**config.mk**
```make
export PLATFORM = sky130hd
export DESIGN_NAME = vfcmp_top
export DESIGN_NICKNAME = d
export VERILOG_FILES = /design/src/rtl/vfcmp_pkg.sv /design/src/rtl/vfcmp_decode.sv /design/src/rtl/vfcmp_lane.sv /design/src/rtl/vfcmp_vec.sv /design/src/rtl/vfcmp_top.sv
export SDC_FILE = /design/constraint.sdc
export NUM_CORES = 1
export LEC_CHECK = 0
export BUFFER_PORTS_ARGS = -buffer_cell sky130_fd_sc_hd__buf_2
export CAP_MARGIN = 20
export CORE_AREA = 2 2 165 167
export CTS_CLUSTER_SIZE = 12
export DETAILED_ROUTE_END_ITERATION = 12
export DIE_AREA = 0 0 167 169
export PLACE_DENSITY_LB_ADDON = 0.12
export SLEW_MARGIN = 20
export SYNTH_ARGS = -nofsm -noshare
export SYNTH_HDL_FRONTEND = slang
export SYNTH_SLANG_ARGS = --single-unit
```
**constraint.sdc**
```tcl
create_clock -name clk -period 2.2 [get_ports clk]
set_input_delay 0.33 -clock clk [delete_from_list [all_inputs] [get_ports clk]]
set_output_delay 0.33 -clock clk [all_outputs]
set_load 0.005 [all_outputs]
```
**src/rtl/vfcmp_pkg.sv**
```systemverilog
package vfcmp_pkg;

    localparam int VEC_W    = 128;
    localparam int SGL_EXP  = 8;
    localparam int SGL_MAN  = 23;
    localparam int DBL_EXP  = 11;
    localparam int DBL_MAN  = 52;
    localparam int SGL_W    = 1 + SGL_EXP + SGL_MAN;
    localparam int DBL_W    = 1 + DBL_EXP + DBL_MAN;
    localparam int N_SGL    = VEC_W / SGL_W;
    localparam int N_DBL    = VEC_W / DBL_W;

    localparam logic [5:0] ENC_MAJOR = 6'b011110;
    localparam logic [3:0] ENC_OP    = 4'b1010;
    localparam logic [5:0] ENC_MINOR = 6'b011100;

    typedef enum logic {
        FMT_SGL = 1'b0,
        FMT_DBL = 1'b1
    } fmt_e;

    typedef struct packed {
        logic [5:0] major;
        logic [3:0] op;
        logic       fmt;
        logic [4:0] rt;
        logic [4:0] rs;
        logic [4:0] rd;
        logic [5:0] minor;
    } instr_t;

    typedef struct packed {
        logic hit;
        logic inv;
        logic ftzd;
    } lane_res_t;

    typedef struct packed {
        logic [VEC_W-1:0] mask;
        logic             inv;
        logic             ftzd;
    } vec_res_t;

    function automatic logic enc_match(instr_t i);
        return (i.major == ENC_MAJOR) && (i.op == ENC_OP) && (i.minor == ENC_MINOR);
    endfunction

endpackage

```
**src/rtl/vfcmp_decode.sv**
```systemverilog
module vfcmp_decode
    import vfcmp_pkg::*;
(
    input  logic [31:0] instr,
    output logic        match,
    output fmt_e        fmt
);
    instr_t fields;
    logic   unused_regs;

    always_comb begin
        fields      = instr_t'(instr);
        match       = enc_match(fields);
        fmt         = fmt_e'(fields.fmt);
        unused_regs = ^{fields.rt, fields.rs, fields.rd};
    end
endmodule

```
**src/rtl/vfcmp_lane.sv**
```systemverilog
module vfcmp_lane
    import vfcmp_pkg::*;
#(
    parameter int EXP_W = 8,
    parameter int MAN_W = 23
) (
    input  logic [EXP_W+MAN_W:0] a,
    input  logic [EXP_W+MAN_W:0] b,
    input  logic                 ftz,
    output lane_res_t            res
);
    localparam int W = 1 + EXP_W + MAN_W;

    logic [EXP_W-1:0] ea, eb;
    logic [MAN_W-1:0] ma, mb;
    logic nan_a, nan_b, sub_a, sub_b, zero_a, zero_b, same;

    always_comb begin
        ea     = a[W-2:MAN_W];
        eb     = b[W-2:MAN_W];
        ma     = a[MAN_W-1:0];
        mb     = b[MAN_W-1:0];
        nan_a  = (&ea) && (|ma);
        nan_b  = (&eb) && (|mb);
        sub_a  = (~|ea) && (|ma);
        sub_b  = (~|eb) && (|mb);
        zero_a = (~|ea) && ((~|ma) || ftz);
        zero_b = (~|eb) && ((~|mb) || ftz);
        same   = (a == b) || (zero_a && zero_b);
        res.hit  = nan_a || nan_b || !same;
        res.inv  = nan_a || nan_b;
        res.ftzd = ftz && (sub_a || sub_b);
    end
endmodule

```
**src/rtl/vfcmp_vec.sv**
```systemverilog
module vfcmp_vec
    import vfcmp_pkg::*;
(
    input  logic [VEC_W-1:0] vs,
    input  logic [VEC_W-1:0] vt,
    input  logic             ftz,
    input  fmt_e             fmt,
    output vec_res_t         res
);
    lane_res_t        s_res [N_SGL];
    lane_res_t        d_res [N_DBL];
    logic [VEC_W-1:0] s_mask, d_mask;
    logic [N_SGL-1:0] s_inv, s_ftzd;
    logic [N_DBL-1:0] d_inv, d_ftzd;

    for (genvar g = 0; g < N_SGL; g++) begin : g_sgl
        vfcmp_lane #(.EXP_W(SGL_EXP), .MAN_W(SGL_MAN)) u_lane (
            .a  (vs[SGL_W*g +: SGL_W]),
            .b  (vt[SGL_W*g +: SGL_W]),
            .ftz(ftz),
            .res(s_res[g])
        );
        assign s_mask[SGL_W*g +: SGL_W] = {SGL_W{s_res[g].hit}};
        assign s_inv[g]  = s_res[g].inv;
        assign s_ftzd[g] = s_res[g].ftzd;
    end

    for (genvar g = 0; g < N_DBL; g++) begin : g_dbl
        vfcmp_lane #(.EXP_W(DBL_EXP), .MAN_W(DBL_MAN)) u_lane (
            .a  (vs[DBL_W*g +: DBL_W]),
            .b  (vt[DBL_W*g +: DBL_W]),
            .ftz(ftz),
            .res(d_res[g])
        );
        assign d_mask[DBL_W*g +: DBL_W] = {DBL_W{d_res[g].hit}};
        assign d_inv[g]  = d_res[g].inv;
        assign d_ftzd[g] = d_res[g].ftzd;
    end

    always_comb begin
        if (fmt == FMT_DBL) begin
            res.mask = d_mask;
            res.inv  = |d_inv;
            res.ftzd = |d_ftzd;
        end else begin
            res.mask = s_mask;
            res.inv  = |s_inv;
            res.ftzd = |s_ftzd;
        end
    end
endmodule

```
**src/rtl/vfcmp_top.sv**
```systemverilog
module vfcmp_top
    import vfcmp_pkg::*;
(
    input  logic               clk,
    input  logic               rst,
    input  logic               in_valid,
    input  logic [31:0]        in_instr,
    input  logic [VEC_W-1:0]   in_vs,
    input  logic [VEC_W-1:0]   in_vt,
    input  logic               in_ftz,
    output logic               out_valid,
    output logic [VEC_W-1:0]   out_mask,
    output logic               out_inv,
    output logic               out_ftzd,
    output logic               out_rsvd
);
    logic     match;
    fmt_e     fmt;
    fmt_e     r_fmt;
    vec_res_t nxt;
    logic     accept;

    vfcmp_decode u_dec (
        .instr(in_instr),
        .match(match),
        .fmt  (fmt)
    );

    vfcmp_vec u_vec (
        .vs (in_vs),
        .vt (in_vt),
        .ftz(in_ftz),
        .fmt(fmt),
        .res(nxt)
    );

    assign accept = in_valid && match;

    always_ff @(posedge clk) begin
        if (rst) begin
            out_valid <= 1'b0;
            out_rsvd  <= 1'b0;
            out_mask  <= '0;
            out_inv   <= 1'b0;
            out_ftzd  <= 1'b0;
            r_fmt     <= FMT_SGL;
        end else begin
            out_valid <= accept;
            out_rsvd  <= in_valid && !match;
            if (accept) begin
                out_mask <= nxt.mask;
                out_inv  <= nxt.inv;
                out_ftzd <= nxt.ftzd;
                r_fmt    <= fmt;
            end
        end
    end

    for (genvar g = 0; g < N_SGL; g++) begin : g_chk_sgl
        assert_lane_uniform_R4: assert property (@(posedge clk) disable iff (rst)
            (out_valid && r_fmt == FMT_SGL) |->
            (out_mask[SGL_W*g +: SGL_W] == '0 || &out_mask[SGL_W*g +: SGL_W]));
    end

    for (genvar g = 0; g < N_DBL; g++) begin : g_chk_dbl
        assert_dlane_uniform_R4: assert property (@(posedge clk) disable iff (rst)
            (out_valid && r_fmt == FMT_DBL) |->
            (out_mask[DBL_W*g +: DBL_W] == '0 || &out_mask[DBL_W*g +: DBL_W]));
    end

    assert_one_cycle_R9: assert property (@(posedge clk) disable iff (rst)
        accept |=> out_valid);

    assert_rsvd_pulse_R10: assert property (@(posedge clk) disable iff (rst)
        (in_valid && !match) |=> (out_rsvd && !out_valid));

    assert_hold_R10: assert property (@(posedge clk) disable iff (rst)
        !accept |=> ($stable(out_mask) && $stable(out_inv) && $stable(out_ftzd)));

    assert_ftz_gate_R7: assert property (@(posedge clk) disable iff (rst)
        (accept && !in_ftz) |=> !out_ftzd);

    assert_inv_mask_R5: assert property (@(posedge clk) disable iff (rst)
        (out_valid && out_inv) |-> (out_mask != '0));
endmodule

```
Word-level counts from Yosys, hierarchy flattened
Index checks and enable logic that the tools add are counted.
{"block": "word_totals", "ff_bits": 132, "inputBits": 292, "out_inout_bits": 132, "elab_cells": 174}
{"block": "op_classes", "eq_ne": 9, "mux": 1, "reduce_logical": 159}
{"operator": "$reduce_or 52->1", "count": 4}
{"operator": "$reduce_or 23->1", "count": 8}
{"operator": "$mux 130", "count": 1}
{"operator": "$eq 32x32->1", "count": 4}
{"operator": "$eq 64x64->1", "count": 2}
{"operator": "$reduce_and 8->1", "count": 8}
{"operator": "$reduce_or 8->1", "count": 8}
{"operator": "$logic_and 1x1->1", "count": 52}
{"operator": "$reduce_and 11->1", "count": 4}
{"operator": "$reduce_or 11->1", "count": 4}
{"operator": "$logic_or 1x1->1", "count": 36}
{"operator": "$logic_not 1->1", "count": 31}
{"operator": "$eq 6x5->1 const B", "count": 2}
{"operator": "$reduce_or 4->1", "count": 2}
{"operator": "$eq 4x4->1 const B", "count": 1}
{"operator": "$reduce_or 2->1", "count": 2}

Longest topological paths before layout
{"block": "depth", "word_depth": 9, "mapped_depth": 8, "ltp_nobuf": 7}

Modules after synthesis
A second synthesis with hierarchy kept.
{"block": "hier_totals", "cells_unflattened": 1345, "area_unflattened_um2": 11375.9}
{"module": "vfcmp_top", "instances": 1, "cells_per_inst": 598, "area_each_um2": 5898.2, "seq_area_each_um2": 2642.5}
{"module": "vfcmp_lane (u_vec.g_sgl[0].u_lane ...)", "instances": 4, "cells_per_inst": 79, "area_each_um2": 560.5, "seq_area_each_um2": 0.0}
{"module": "vfcmp_lane (u_vec.g_dbl[0].u_lane ...)", "instances": 2, "cells_per_inst": 142, "area_each_um2": 1071.0, "seq_area_each_um2": 0.0}
{"module": "vfcmp_vec", "instances": 1, "cells_per_inst": 141, "area_each_um2": 1031.0, "seq_area_each_um2": 0.0}
{"module": "vfcmp_decode", "instances": 1, "cells_per_inst": 6, "area_each_um2": 62.6, "seq_area_each_um2": 0.0}

Worst setup path after synthesis
No wires, ideal clock.
{"block": "synth_path", "path_type": "input -> register", "start": "in in_vt[11]", "end": "reg out_mask[31]", "t_arrival_ps": 1822, "t_required_ps": 2078, "slack_ps": 256, "stages": 7, "cell_sequence": "nor4_2 > nand4_1 > nor4_2 > a21oi_1 > or4_1 > a31oi_2 > a21oi_1"}
{"block": "synth_via", "elab_chain_cells": 9, "word_cells_on_any_way": 23}
{"item": "start: declaration", "line_no": "vfcmp_top.sv:9", "text": "input logic [VEC_W-1:0] in_vt,"}
{"item": "$reduce_or 52->1 / $reduce_or 23->1 (equally long branches)", "line_no": "vfcmp_lane.sv:24, vfcmp_lane.sv:28"}
{"item": "$logic_not 1->1", "line_no": "vfcmp_lane.sv:28", "text": "zero_b = (~|eb) && ((~|mb) || ftz);"}
{"item": "$logic_or 1x1->1", "line_no": "vfcmp_lane.sv:28"}
{"item": "$logic_and 1x1->1", "line_no": "vfcmp_lane.sv:28"}
{"item": "$logic_and 1x1->1", "line_no": "vfcmp_lane.sv:29", "text": "same = (a == b) || (zero_a && zero_b);"}
{"item": "$logic_or 1x1->1", "line_no": "vfcmp_lane.sv:29"}
{"item": "$logic_not 1->1", "line_no": "vfcmp_lane.sv:30", "text": "res.hit = nan_a || nan_b || !same;"}
{"item": "$logic_or 1x1->1", "line_no": "vfcmp_lane.sv:30"}
{"item": "$mux 130 (*)", "line_no": "vfcmp_vec.sv:41", "text": "if (fmt == FMT_DBL) begin"}
{"item": "end signal: assignment", "line_no": "vfcmp_top.sv:51", "text": "out_mask <= nxt.mask;"}
{"item": "end: declaration", "line_no": "vfcmp_top.sv:12", "text": "output logic [VEC_W-1:0] out_mask,"}
Every way passes the cells marked *; elsewhere a longest branch is shown, timed or not.
A chain may end at the register's enable or synchronous reset.

Final worst setup path
{"block": "layout_path", "start": "in in_vs[0]", "end": "reg out_mask[31]"}
{"block": "layout_via", "elab_chain_cells": 9, "word_cells_on_any_way": 23}
{"item": "start: declaration", "line_no": "vfcmp_top.sv:8", "text": "input logic [VEC_W-1:0] in_vs,"}
{"item": "$reduce_or 52->1 / $reduce_or 23->1 (equally long branches)", "line_no": "vfcmp_lane.sv:23, vfcmp_lane.sv:27"}
{"item": "$logic_not 1->1", "line_no": "vfcmp_lane.sv:27", "text": "zero_a = (~|ea) && ((~|ma) || ftz);"}
{"item": "$logic_or 1x1->1", "line_no": "vfcmp_lane.sv:27"}
{"item": "$logic_and 1x1->1", "line_no": "vfcmp_lane.sv:27"}
{"item": "$logic_and 1x1->1", "line_no": "vfcmp_lane.sv:29"}
{"item": "$logic_or 1x1->1", "line_no": "vfcmp_lane.sv:29"}
{"item": "$logic_not 1->1", "line_no": "vfcmp_lane.sv:30"}
{"item": "$logic_or 1x1->1", "line_no": "vfcmp_lane.sv:30"}
{"item": "$mux 130 (*)", "line_no": "vfcmp_vec.sv:41"}
Marked as above.

==> metrics.txt <==
Lkg Pwr=3.48 nW; largest net degree at the start of global routing=34; layout cell share with drive strength beyond 1=0.626; depth of the CTS H-tree=1; maximum root-to-sink buffer count=2; Worst EP arrival=between 2 and 2.5 ns; WL final=20.1 mm; post-synthesis compound-gate area fraction=0.0761; worst setup margin=0.107 ns; Psw=between 0.4 and 0.5 mW; Critical Path, Cell by Cell=buf_2, nor4_2, nand4_1, buf_4, nor4_4, a21oi_1, or4_1, a31oi_2, a21oi_1; CP max-delay cell=or4_1; CTS Hold Bufs=0; pre-CTS setup slack=-0.283 ns; Total Routing Usage GR=0.133; crit-path max FO=2; synthesized instance count=504; Die X=~170 um; cell family with most CP delay=simple AND/OR/NAND/NOR gates; Hold Fails Final Rpt=0; #FFs+latches synth=8; number of global-route vias before repair=between 5,000 and 6,000; unrepaired setup endpoints after global routing=true; IO Count=about 420; XOR/XNOR Fraction of Synth Area=0.299; most common cell after layout, fill and taps aside=buf_2; Sink Count=8; Least-Margin Pin Slew=0.762 ns; count of different cell masters after synthesis=40; Comb pwr share=0.649; Adder-Cell Fraction of Synth Area=0; clock power share=0.238; f_max=478 MHz; Core ar.=around 27,000 sq um; initial drt markers=around 160; CP most frequent cell=a21oi_1; Routed Antenna Nets=0; Synthesis Warnings=0; Mapped Avg Cell Area=7.44 sq um; Synth Cell Area=around 3700 sq um; PwrDens=196 nW/um^2; CP required=2.31 ns; Seq pwr share=0.113; Layout area overhead=76.6%; main combinational cell family by area after synthesis=simple AND/OR/NAND/NOR gates; Clock Pin Slew Worst Setup and Hold Paths=0.04 ns; P_int=0.832 mW; cell area after placement=between 6000 and 7000 sq um; Final min period=2.09 ns; register area share after synthesis=0.0427; Syn Nets=796; Placer Congestion=a little under 0.9; CTS buffer count=3; Worst Hold Class=input pin to register; Vert. Die Dim=169 um; max_slew headroom=0.491; drt first pass iters=4; most frequent cells in the layout=408 x buf_2, 155 x buf_4, 128 x xor2_1; number of antenna violations at the first check in global routing=3; Via density=approximately 4.1; CTS root buf=clkbuf_16; final instance area=6620 sq um; Clock Skew=0 ns; worst vdd ir=~200 uV; CTS tree=built; Final setup violation count=0; Starting Density=0.142; Final nets=roughly 1,200; fin crit share=0.951; CP bufs+invs=2; post-synthesis mux area share=0; row count=60; IO Port Bufs=just over 400; placed wire-length estimate=about 19 mm; Max-cap violations=0; first-pass GRT wire length=29.5 mm; grt total ovfl=0; DR WL/cell=about 16 um; CP Class=input pin to register; Slew Limit Fails=0; die area=28,200 sq um; PnR Total Power=1.30 mW; via count=5,218; crit end category=register; drc violations=0; CP peak stage delay=0.42 ns; clk_lat worst skew=0.23 ns; post-synthesis simple-gate area fraction=0.330; Sw Share=0.359; status=completed; CP Launch Type=input pin
==> cells in the mapped netlist (all sizes together) <==
cell type  number  area, sq um
o22ai           2         12.5
o32ai           4         35.0
or4             3         22.5
a41o            1         10.0
o21bai          1         7.51
a32oi           1         8.76
o211ai          1         7.51
o22a            2         18.8
buf           124          931
nand2          18         67.6
and3            1         6.26
a31oi           2         18.8
o21ai          10         50.1
nand3b          2         15.0
nor3b           3         22.5
dfxtp           8          160
nand3           2         10.0
or2             2         12.5
a21o            2         15.0
xor2          128         1120
nor3           10         50.1
and2            1         6.26
nor2b           1         6.26
or3             2         12.5
nor4           91          626
a21oi          11         55.1
o32a            2         20.0
o31a            1         8.76
nand4bb         2         22.5
nor4bb          2         20.0
nand4b          6         52.6
a22o            1         8.76
inv             2         7.51
nand4          36          225
clkbuf          2         7.51
o2111ai         1         8.76
nor2           16         60.1
==> sequential cells by signal, summed over array words and instances, names as in the netlist <==
signal	count
out_valid	1
out_mask	4
out_inv	1
out_ftzd	1
out_rsvd	1
==> what timing repair did <==
item,CTS,global route
setup endpoints to repair,3,6
gates cloned,0,0
pin swaps,0,5
resized for setup,2,14
buffers inserted,0,2
==> kinds of logic (layout without fill, tap and decap cells) <==
| group | Yosys count | after routing |
|---|---|---|
| buf+inv | 128 | 568 |
| other cells | 0 | 3 |
| xor+xnor | 128 | 128 |
| simple gates | 198 | 198 |
| compound gates | 42 | 42 |
| flops | 8 | 8 |
==> metal layers <==
| metal | wire, um | global-route usage | part of all wire |
|---|---|---|---|
| met2 | 10300 | 0.251 | 0.51 |
| met3 | 1340 | 0.0234 | 0.066 |
| met1 | 8410 | 0.160 | 0.42 |
| met4 | 63 | 0.0169 | 0.0031 |
| met5 | 0 | 0 | 0 |
==> final cells by class <==
class	instances	area, sq um
fillers	3022	19900
repair buffers	563	3210
multi-input cells	368	2740
well taps	341	427
flip-flops and latches	8	160
clock buffers	3	75.1
inverters	2	7.51
diodes	3	7.51
==> stage by stage <==
step                 util  hold WS [ns]  instances  setup TNS (ns)
floorplan               -         0.406        504               0
global placement    0.243         0.458       1280           -1.38
detailed placement  0.243         0.462       1280           -1.08
CTS                 0.246         0.367       1283               0
global route        0.250         0.376       1288               0
finish              0.250         0.370       1288               0
==> final timing paths <==
| path | slack [ns] | cells after the start | startpoint | to |
|---|---|---|---|---|
| min | 0.37 | 2 | rst | out_rsvd |
| min reg2reg | 0.46 | 2 | out_inv | out_inv |
| max | 0.11 | 9 | in_vs[0] | out_mask[31] |
| max reg2reg | 0.95 | 2 | out_mask[95] | out_mask[95] |
==> worst register-to-register path, delay by kind of cell (launching register included) <==
kind	cells	cell delay, ns
AO/OA/AOI/OAI	2	0.38
flip-flops	1	0.80
==> power by group through the flow <==
stage	combinational, mW	clock (mW)	sequential, mW
2_1_floorplan	0.215	0	0.149
3_3_place_gp	0.846	0	0.149
3_5_place_dp	0.840	0	0.149
4_1_cts	0.847	0.320	0.147
5_1_grt	0.926	0.329	0.147
6_report	0.843	0.309	0.147
Note: power is estimated with default switching activity, not from simulation.
